==> src/rtl/card_act_seq.sv <==
module card_act_seq #(
  parameter int DIV       = 64,
  parameter int IO_UNITS  = 1,
  parameter int CLK_UNITS = 4,
  parameter int RST_UNITS = 7
) (
  input  logic osc_clk,
  input  logic rst_n,
  input  logic cmd_n,
  input  logic host_rst,
  output logic vcc_en,
  output logic io_en,
  output logic card_clk,
  output logic card_rst,
  output logic active
);

  localparam int T3U = IO_UNITS + CLK_UNITS;
  localparam int T5U = IO_UNITS + RST_UNITS;
  localparam int PW  = (DIV > 1) ? $clog2(DIV) : 1;
  localparam int UW  = $clog2(T5U + 1);

  typedef enum logic [2:0] {S_IDLE, S_SUPPLY, S_IOEN, S_CLKWAIT, S_ACTIVE} st_t;

  st_t          st, st_nx;
  logic [PW-1:0] pre;
  logic [UW-1:0] units, units_nx;
  logic          tick, hold, clk_run, start;
  logic          ck_div, gate_q, card_clk_q;

  assign tick     = (pre == PW'(DIV - 1));
  assign units_nx = (tick && units != UW'(T5U)) ? units + 1'b1 : units;
  assign start    = (st == S_CLKWAIT && (!hold || !host_rst)) || st == S_ACTIVE;

  always_comb begin
    if (units_nx >= UW'(T5U))      st_nx = S_ACTIVE;
    else if (units_nx >= UW'(T3U)) st_nx = S_CLKWAIT;
    else if (units_nx >= UW'(IO_UNITS)) st_nx = S_IOEN;
    else                           st_nx = S_SUPPLY;
  end

  always_ff @(posedge osc_clk or negedge rst_n) begin
    if (!rst_n) begin
      st      <= S_IDLE;
      pre     <= '0;
      units   <= '0;
      hold    <= 1'b0;
      clk_run <= 1'b0;
    end else if (cmd_n) begin
      st      <= S_IDLE;
      pre     <= '0;
      units   <= '0;
      hold    <= 1'b0;
      clk_run <= 1'b0;
    end else if (st == S_IDLE) begin
      st      <= (IO_UNITS == 0) ? S_IOEN : S_SUPPLY;
      pre     <= '0;
      units   <= '0;
      hold    <= host_rst;
    end else begin
      pre   <= tick ? '0 : pre + 1'b1;
      units <= units_nx;
      st    <= st_nx;
      if (start) clk_run <= 1'b1;
    end
  end

  always_ff @(posedge osc_clk or negedge rst_n) begin
    if (!rst_n) begin
      ck_div     <= 1'b0;
      gate_q     <= 1'b0;
      card_clk_q <= 1'b0;
    end else begin
      ck_div <= ~ck_div;
      if (cmd_n) begin
        gate_q     <= 1'b0;
        card_clk_q <= 1'b0;
      end else begin
        if (ck_div) gate_q <= clk_run;
        card_clk_q <= !ck_div && gate_q;
      end
    end
  end

  assign vcc_en   = (st != S_IDLE);
  assign io_en    = (st == S_IOEN) || (st == S_CLKWAIT) || (st == S_ACTIVE);
  assign active   = (st == S_ACTIVE);
  assign card_rst = active && host_rst;
  assign card_clk = card_clk_q;

endmodule


==> config.mk <==
export PLATFORM = sky130hd
export DESIGN_NAME = card_act_seq
export DESIGN_NICKNAME = d
export VERILOG_FILES = /design/src/rtl/card_act_seq.sv
export SDC_FILE = /design/constraint.sdc
export NUM_CORES = 1
export LEC_CHECK = 0
export ABC_AREA = 1
export CAP_MARGIN = 5
export CELL_PAD_IN_SITES_DETAIL_PLACEMENT = 1
export CELL_PAD_IN_SITES_GLOBAL_PLACEMENT = 2
export CORE_MARGIN = 3
export CORE_UTILIZATION = 35
export CTS_CLUSTER_DIAMETER = 80
export CTS_CLUSTER_SIZE = 16
export DETAILED_ROUTE_END_ITERATION = 12
export DONT_BUFFER_PORTS = 1
export GPL_ROUTABILITY_DRIVEN = 0
export PLACE_DENSITY_LB_ADDON = 0.1
export SLEW_MARGIN = 20
export SYNTH_ARGS = -nofsm -noshare
export SYNTH_HDL_FRONTEND = slang
export SYNTH_SLANG_ARGS = --single-unit
==> constraint.sdc <==
create_clock -name osc_clk -period 1.75 [get_ports osc_clk]
set_input_delay 0.35 -clock osc_clk [delete_from_list [all_inputs] [get_ports osc_clk]]
set_output_delay 0.35 -clock osc_clk [all_outputs]
set_load 0.01 [all_outputs]
Word-level counts from Yosys, hierarchy flattened
Index checks and enable logic that the tools add are counted.
{ "totals": {"regBits": 18, "inputBits": 4, "word_cells": 56} }
{ "op_classes": {"bitwise": 1, "eq_ne": 6, "n_reduce_logical": 17, "magnitude_cmp": 3, "muxes": 19, "add_sub_neg": 2} }
{ "op_table": {"columns": ["operator", "n"], "rows": [
  ["$mux 6", 3],
  ["$mux 4", 3],
  ["$mux 3", 3],
  ["$mux 1", 8],
  ["$add 6x1->6 const B", 1],
  ["$eq 3x2->1 const B", 2],
  ["$eq 6x6->1 const B", 1],
  ["$reduce_bool 2->1", 3],
  ["$add 4x1->4 const B", 1],
  ["$ge 4x1->1 const B", 1],
  ["$ge 4x3->1 const B", 1],
  ["$ge 4x4->1 const B", 1],
  ["$logic_and 1x1->1", 4],
  ["$logic_or 1x1->1", 4],
  ["$mux 2", 2],
  ["$ne 4x4->1 const B", 1],
  ["$eq 3x3->1 const B", 1],
  ["$logic_not 1->1", 3],
  ["$logic_not 3->1", 1],
  ["$reduce_bool 3->1", 1],
  ["$ne 2x2->1 const B", 1],
  ["$reduce_and 2->1", 1],
  ["$not 1->1", 1]
]} }

Longest topological paths before layout
{ "logic_depth": {"depth_word": 9, "depth_mapped": 13, "mapped_depth_nobuf": 13} }

Worst setup path before layout
OpenSTA, ideal clock, no wires.
{ "synth_path": {"kind": "register to register", "start": "register units[0]", "end": "register st[0]", "path_stages_with_launch": 14, "n_path_buf": 0, "path_slack_ns": 0.307, "setup_ns": 0.073, "t_required_ns": 1.677, "t_arrival_ns": 1.370, "period_less_slack_ns": 1.443, "path_cell_list": "dfrtp_1 inv_1 ha_1 nand2_1 nor2_2 inv_2 nand2_4 nand2_2 nand2_2 nor2_1 nand2_1 nand2_1 nand2_1 a21oi_2"} }
{ "synth_via": {"elab_chain_len": 9, "elab_cells_between_ends": 12, "cone_classes": "add/sub: 1; order compare: 3; eq/ne: 1; mux: 6; reduce/logical: 1"} }
{ "synth_rtl": {"columns": ["item", "line", "rtl"], "rows": [
  ["from (decl)", "27", "logic [UW-1:0] units, units_nx;"],
  ["from (signal assigned)", "62", "units <= units_nx;"],
  ["branches (longest 2 deep; another with $add 4x1->4)", null, null],
  ["$mux 4 *", "32", "assign units_nx = (tick && units != UW'(T5U)) ? units + 1'b1 : units;"],
  ["$ge 4x1->1", "38", "else if (units_nx >= UW'(IO_UNITS)) st_nx = S_IOEN;"],
  ["$mux 2", "38", null],
  ["$mux 2", "37", "else if (units_nx >= UW'(T3U)) st_nx = S_CLKWAIT;"],
  ["$mux 3 *", "36", "if (units_nx >= UW'(T5U)) st_nx = S_ACTIVE;"],
  ["$mux 3 *", "55", "end else if (st == S_IDLE) begin"],
  ["$mux 3 *", "49", "end else if (cmd_n) begin"],
  ["to (signal assigned)", "56", "st <= (IO_UNITS == 0) ? S_IOEN : S_SUPPLY;"],
  ["to (signal assigned)", "63", "st <= st_nx;"],
  ["to (decl)", "25", "st_t st, st_nx;"]
]} }
Mark *: on every way between the ends.
A chain may end at the register's enable or synchronous reset.

Worst setup path in the final report
{ "layout_path": {"start": "register pre[0]", "end": "register st[0]"} }
{ "layout_via": {"elab_chain_len": 9, "elab_cells_between_ends": 11, "cone_classes": "order compare: 3; eq/ne: 1; mux: 6; reduce/logical: 1"} }
{ "layout_rtl": {"columns": ["item", "line", "rtl"], "rows": [
  ["from (decl)", "26", "logic [PW-1:0] pre;"],
  ["from (signal assigned)", "61", "pre <= tick ? '0 : pre + 1'b1;"],
  ["$eq 6x6->1 *", "31", "assign tick = (pre == PW'(DIV - 1));"],
  ["$logic_and 1x1->1 *", "32", null],
  ["$mux 4 *", "32", null],
  ["$ge 4x1->1", "38", null],
  ["$mux 2", "38", null],
  ["$mux 2", "37", null],
  ["$mux 3 *", "36", null],
  ["$mux 3 *", "55", null],
  ["$mux 3 *", "49", null]
]} }
Every way passes the cells marked *; elsewhere a longest branch is shown, timed or not.

==> results.toml <==
[synth]
post_synth_xor_xnor_area_pct = 0.9511
synthesis.area_per_instance_um2 = 8.008
synth-edff-count = 0
post_synth_arst_share_pct = 100.0
synth_area_um2 = 920.9
seq_area_frac_synth_pct = 48.91
yosysUniqueCellTypes = 21
synth_largest_type_area_fraction_pct = 48.91
synth_top_flop_cell = "sky130_fd_sc_hd__dfrtp_1"
synth_fa_ha_area_share_pct = 4.076
synth_top_family_by_area = "simple AND/OR/NAND/NOR gates"
share_of_the_synthesized_area_in_compound_gates_ao_oa_aoi_oai_pct = 8.016
syn_inst = 115
ys_top_cells_by_area = "sky130_fd_sc_hd__dfrtp_1 49%, sky130_fd_sc_hd__nand2_1 13%, sky130_fd_sc_hd__nor2_1 6.5%"
yosysWarnings = 0
net_count_synth = 122
yosys-top-cells-count = "31 x sky130_fd_sc_hd__nand2_1, 18 x sky130_fd_sc_hd__dfrtp_1, 16 x sky130_fd_sc_hd__nor2_1"
synth_simple_gate_area_share_pct = 31.52
post_synth_mux_area_share_pct = 0
synthMostInstantiatedCell = "sky130_fd_sc_hd__nand2_1"
ys_ff_latch = 18
post-synth-top-area-cell = "sky130_fd_sc_hd__dfrtp_1"

[worst_hold_path]
worst_hold_path_type = "in -> reg"

[grt]
grt_max_degree = 19
grt_first_pass_wirelength_mm = 3.408
antenna_found_initial = 0
grt_use_total_pct = 13.46
first_global_vias = 776
globalRouteOverflowTotal = 0

[critical_path]
crit_path_start_kind = "flip-flop"
worst-endpoint-required_ns = 1.98
worst_setup_path_end_kind = "flip-flop"
worstPathMaxFanout = 5
critical_path_arrival_ns = 1.84
critical_setup_path_kind = "reg -> reg"

[clock_network]
clk_root_buffer_cell = "sky130_fd_sc_hd__clkbuf_4"
tritoncts = "done"
htreeDepth = 1
clock-sinks = 18
cts.path.max_buffers = 2
clkLatencyLatePin_ns = 0.29
clkSlewWorstSetupHoldPaths_ns = 0.10
numCtsBuffers = 3

[place]
placed_area_um2 = 978.4
place.port_buffers = 0
dp_hpwl_mm = 1.495

[floorplanning]
die_w_um = 57.30
floorplan.initialDensity_pct = 39.00
design.core.area_mm2 = 0.002361
die_y_um = 57.30
full_die_area_mm2 = 0.003283
number_of_standard_cell_rows_in_the_floorplan = 17
num_ports = 9

[timing]
maxSlewHeadroom_pct = 46.72
setup_tns_ns = 0
worst_clock_skew_ns = 0.006470
slew_violations = 0
report.final.setup_viol = 0
finalHoldWorstSlack_ns = 0.09679
grt_setup_unrepaired = "false"
hold_viol = 0
worst_slew_pin_slew_ns = 0.7966
max_freq_mhz = 619.1
post-route-period-util_pct = 92.30
final_period_minus_worst_setup_slack_ns = 1.615

[pwr]
powerDensity_mw_per_mm2 = 681.8
vdd_ir_drop_max_mv = 0.3891
power_switching_uw = 152.2
leakagePower_uw = 0.0005409
clk_network_pwr_share_pct = 35.2
pwr-share-comb_pct = 4.5
seq_power_share_pct = 60.3
power.share.switching_pct = 21.42
cell_internal_pwr_uw = 558.4

[detailed_routing]
route.final.wire_length_mm = 1.896
number_of_optimization_iterations_in_the_first_detailed_route_pass = 3
postRouteAntennaNets = 0
route.detailed.vias_per_inst = 4.775
detail_route.wl_per_cell_um = 12.56
post-route-drc-count = 0
vias = 721
detail_route.iter0.violations = 15

[final_layout]
post-route-cell-area_mm2 = 0.001042
finalNetCount = 131
final_util_pct = 44.14
fill_cells = 295
num_antenna_cells = 0
drive_above_1_share_pct = 17.07
syn_to_final_growth_pct = 13.18

[run]
drv.max_cap_violation_count = 0

[run_status]
result_of_the_run = "completed"
==> logic make-up (layout without fill, tap and decap cells) <==
group,Yosys count,after routing
AO/OA/AOI/OAI,13,13
flip-flops,18,18
buffers and inverters,16,24
adder cells (fa/ha/maj),3,3
XOR/XNOR,1,1
AND/OR/NAND/NOR,64,64
==> repair_timing <==
action	in CTS	in global routing
gates resized for setup	0	6
hold buffers	1	0
endpoints found under the hold margin	18	0
endpoints found under the setup margin	0	4
setup buffers	0	0
==> flip-flops by register name, indices dropped and copies added, names as in the netlist <==
register,flops
card_clk,1
ck_div,1
clk_run,1
gate_q,1
hold,1
pre,6
st,3
units,4
==> worst max-delay path, cell delays in order (launching register included) <==
cell and delay (ns):
sky130_fd_sc_hd__dfrtp_1 0.39, sky130_fd_sc_hd__ha_2 0.22, sky130_fd_sc_hd__nand3_2 0.10, sky130_fd_sc_hd__nor2_4 0.18, sky130_fd_sc_hd__nand2_4 0.09, sky130_fd_sc_hd__nand2_1 0.07
sky130_fd_sc_hd__nand2_1 0.04, sky130_fd_sc_hd__nor2_1 0.14, sky130_fd_sc_hd__nand2_1 0.09, sky130_fd_sc_hd__nand2_1 0.06, sky130_fd_sc_hd__nand2_1 0.06, sky130_fd_sc_hd__a21oi_2 0.11
==> path summary, 6_finish.rpt <==
| kind | slack [ns] | end | cells past startpoint | startpoint |
|---|---|---|---|---|
| worst min-delay path | 0.1 | st[0] | 1 | cmd_n |
| worst max register to register | 0.13 | st[0] | 11 | pre[0] |
| worst max-delay path | 0.13 | st[0] | 11 | pre[0] |
| worst min register to register | 0.43 | ck_div | 1 | ck_div |
| max in group asynchronous | 0.67 | units[0] | 1 | rst_n |
| min in group asynchronous | 0.58 | pre[2] | 1 | rst_n |
==> metrics by stage <==
step           power, µW  worst slack, ns  std cells
5_1_grt            755.7         0.003916        151
6_report           710.6           0.1348        151
3_5_place_dp       459.2           0.1030        146
3_3_place_gp       458.1           0.1726        146
4_1_cts            730.5          0.04051        151
2_1_floorplan      452.0           0.3068        115
==> per-layer routing <==
metal	part of all wire (%)	GRT usage, %
met5	0	0
met4	0.74	5.960
met3	2.3	2.941
met2	45	21.53
met1	51	17.42
==> power groups by stage <==
| stage | combinational (µW) | clock, µW | sequential (µW) |
|---|---|---|---|
| 2_1_floorplan | 16.7 | 0 | 435 |
| 3_3_place_gp | 21.9 | 0 | 436 |
| 3_5_place_dp | 22.7 | 0 | 437 |
| 4_1_cts | 32.9 | 269 | 429 |
| 5_1_grt | 38.5 | 288 | 430 |
| 6_report | 32.1 | 250 | 429 |
==> area by class of cell <==
| type | count | area, µm² | area share, % |
|---|---|---|---|
| clock buffer | 4 | 36.28 | 3.481 |
| inverter | 16 | 60.06 | 5.762 |
| multi-input combinational | 81 | 427.9 | 41.06 |
| sequential | 18 | 450.4 | 43.22 |
| tap | 28 | 35.03 | 3.361 |
| timing repair buffer | 4 | 32.53 | 3.121 |
==> cell usage in the layout, fill, tap and decap left out <==
cell type / count
sky130_fd_sc_hd__o21a_1: 1
sky130_fd_sc_hd__o21ai_0: 4
sky130_fd_sc_hd__nor2_4: 2
sky130_fd_sc_hd__buf_4: 3
sky130_fd_sc_hd__nor3b_1: 1
sky130_fd_sc_hd__clkbuf_8: 1
sky130_fd_sc_hd__a21oi_1: 6
sky130_fd_sc_hd__a211oi_1: 1
sky130_fd_sc_hd__ha_1: 2
sky130_fd_sc_hd__nor2_1: 12
sky130_fd_sc_hd__nor2_2: 5
sky130_fd_sc_hd__nand3_2: 1
sky130_fd_sc_hd__dfrtp_1: 18
sky130_fd_sc_hd__nand3b_1: 1
sky130_fd_sc_hd__nand2_4: 1
sky130_fd_sc_hd__a21oi_2: 1
sky130_fd_sc_hd__nand2_1: 31
sky130_fd_sc_hd__clkbuf_4: 3
sky130_fd_sc_hd__nand2_2: 2
sky130_fd_sc_hd__inv_2: 1
sky130_fd_sc_hd__xor2_1: 1
sky130_fd_sc_hd__nand3_1: 7
sky130_fd_sc_hd__inv_1: 15
sky130_fd_sc_hd__ha_2: 1
sky130_fd_sc_hd__nand4_1: 1
sky130_fd_sc_hd__dlygate4sd3_1: 1
No activity file was read; power rests on OpenSTA's default activity.
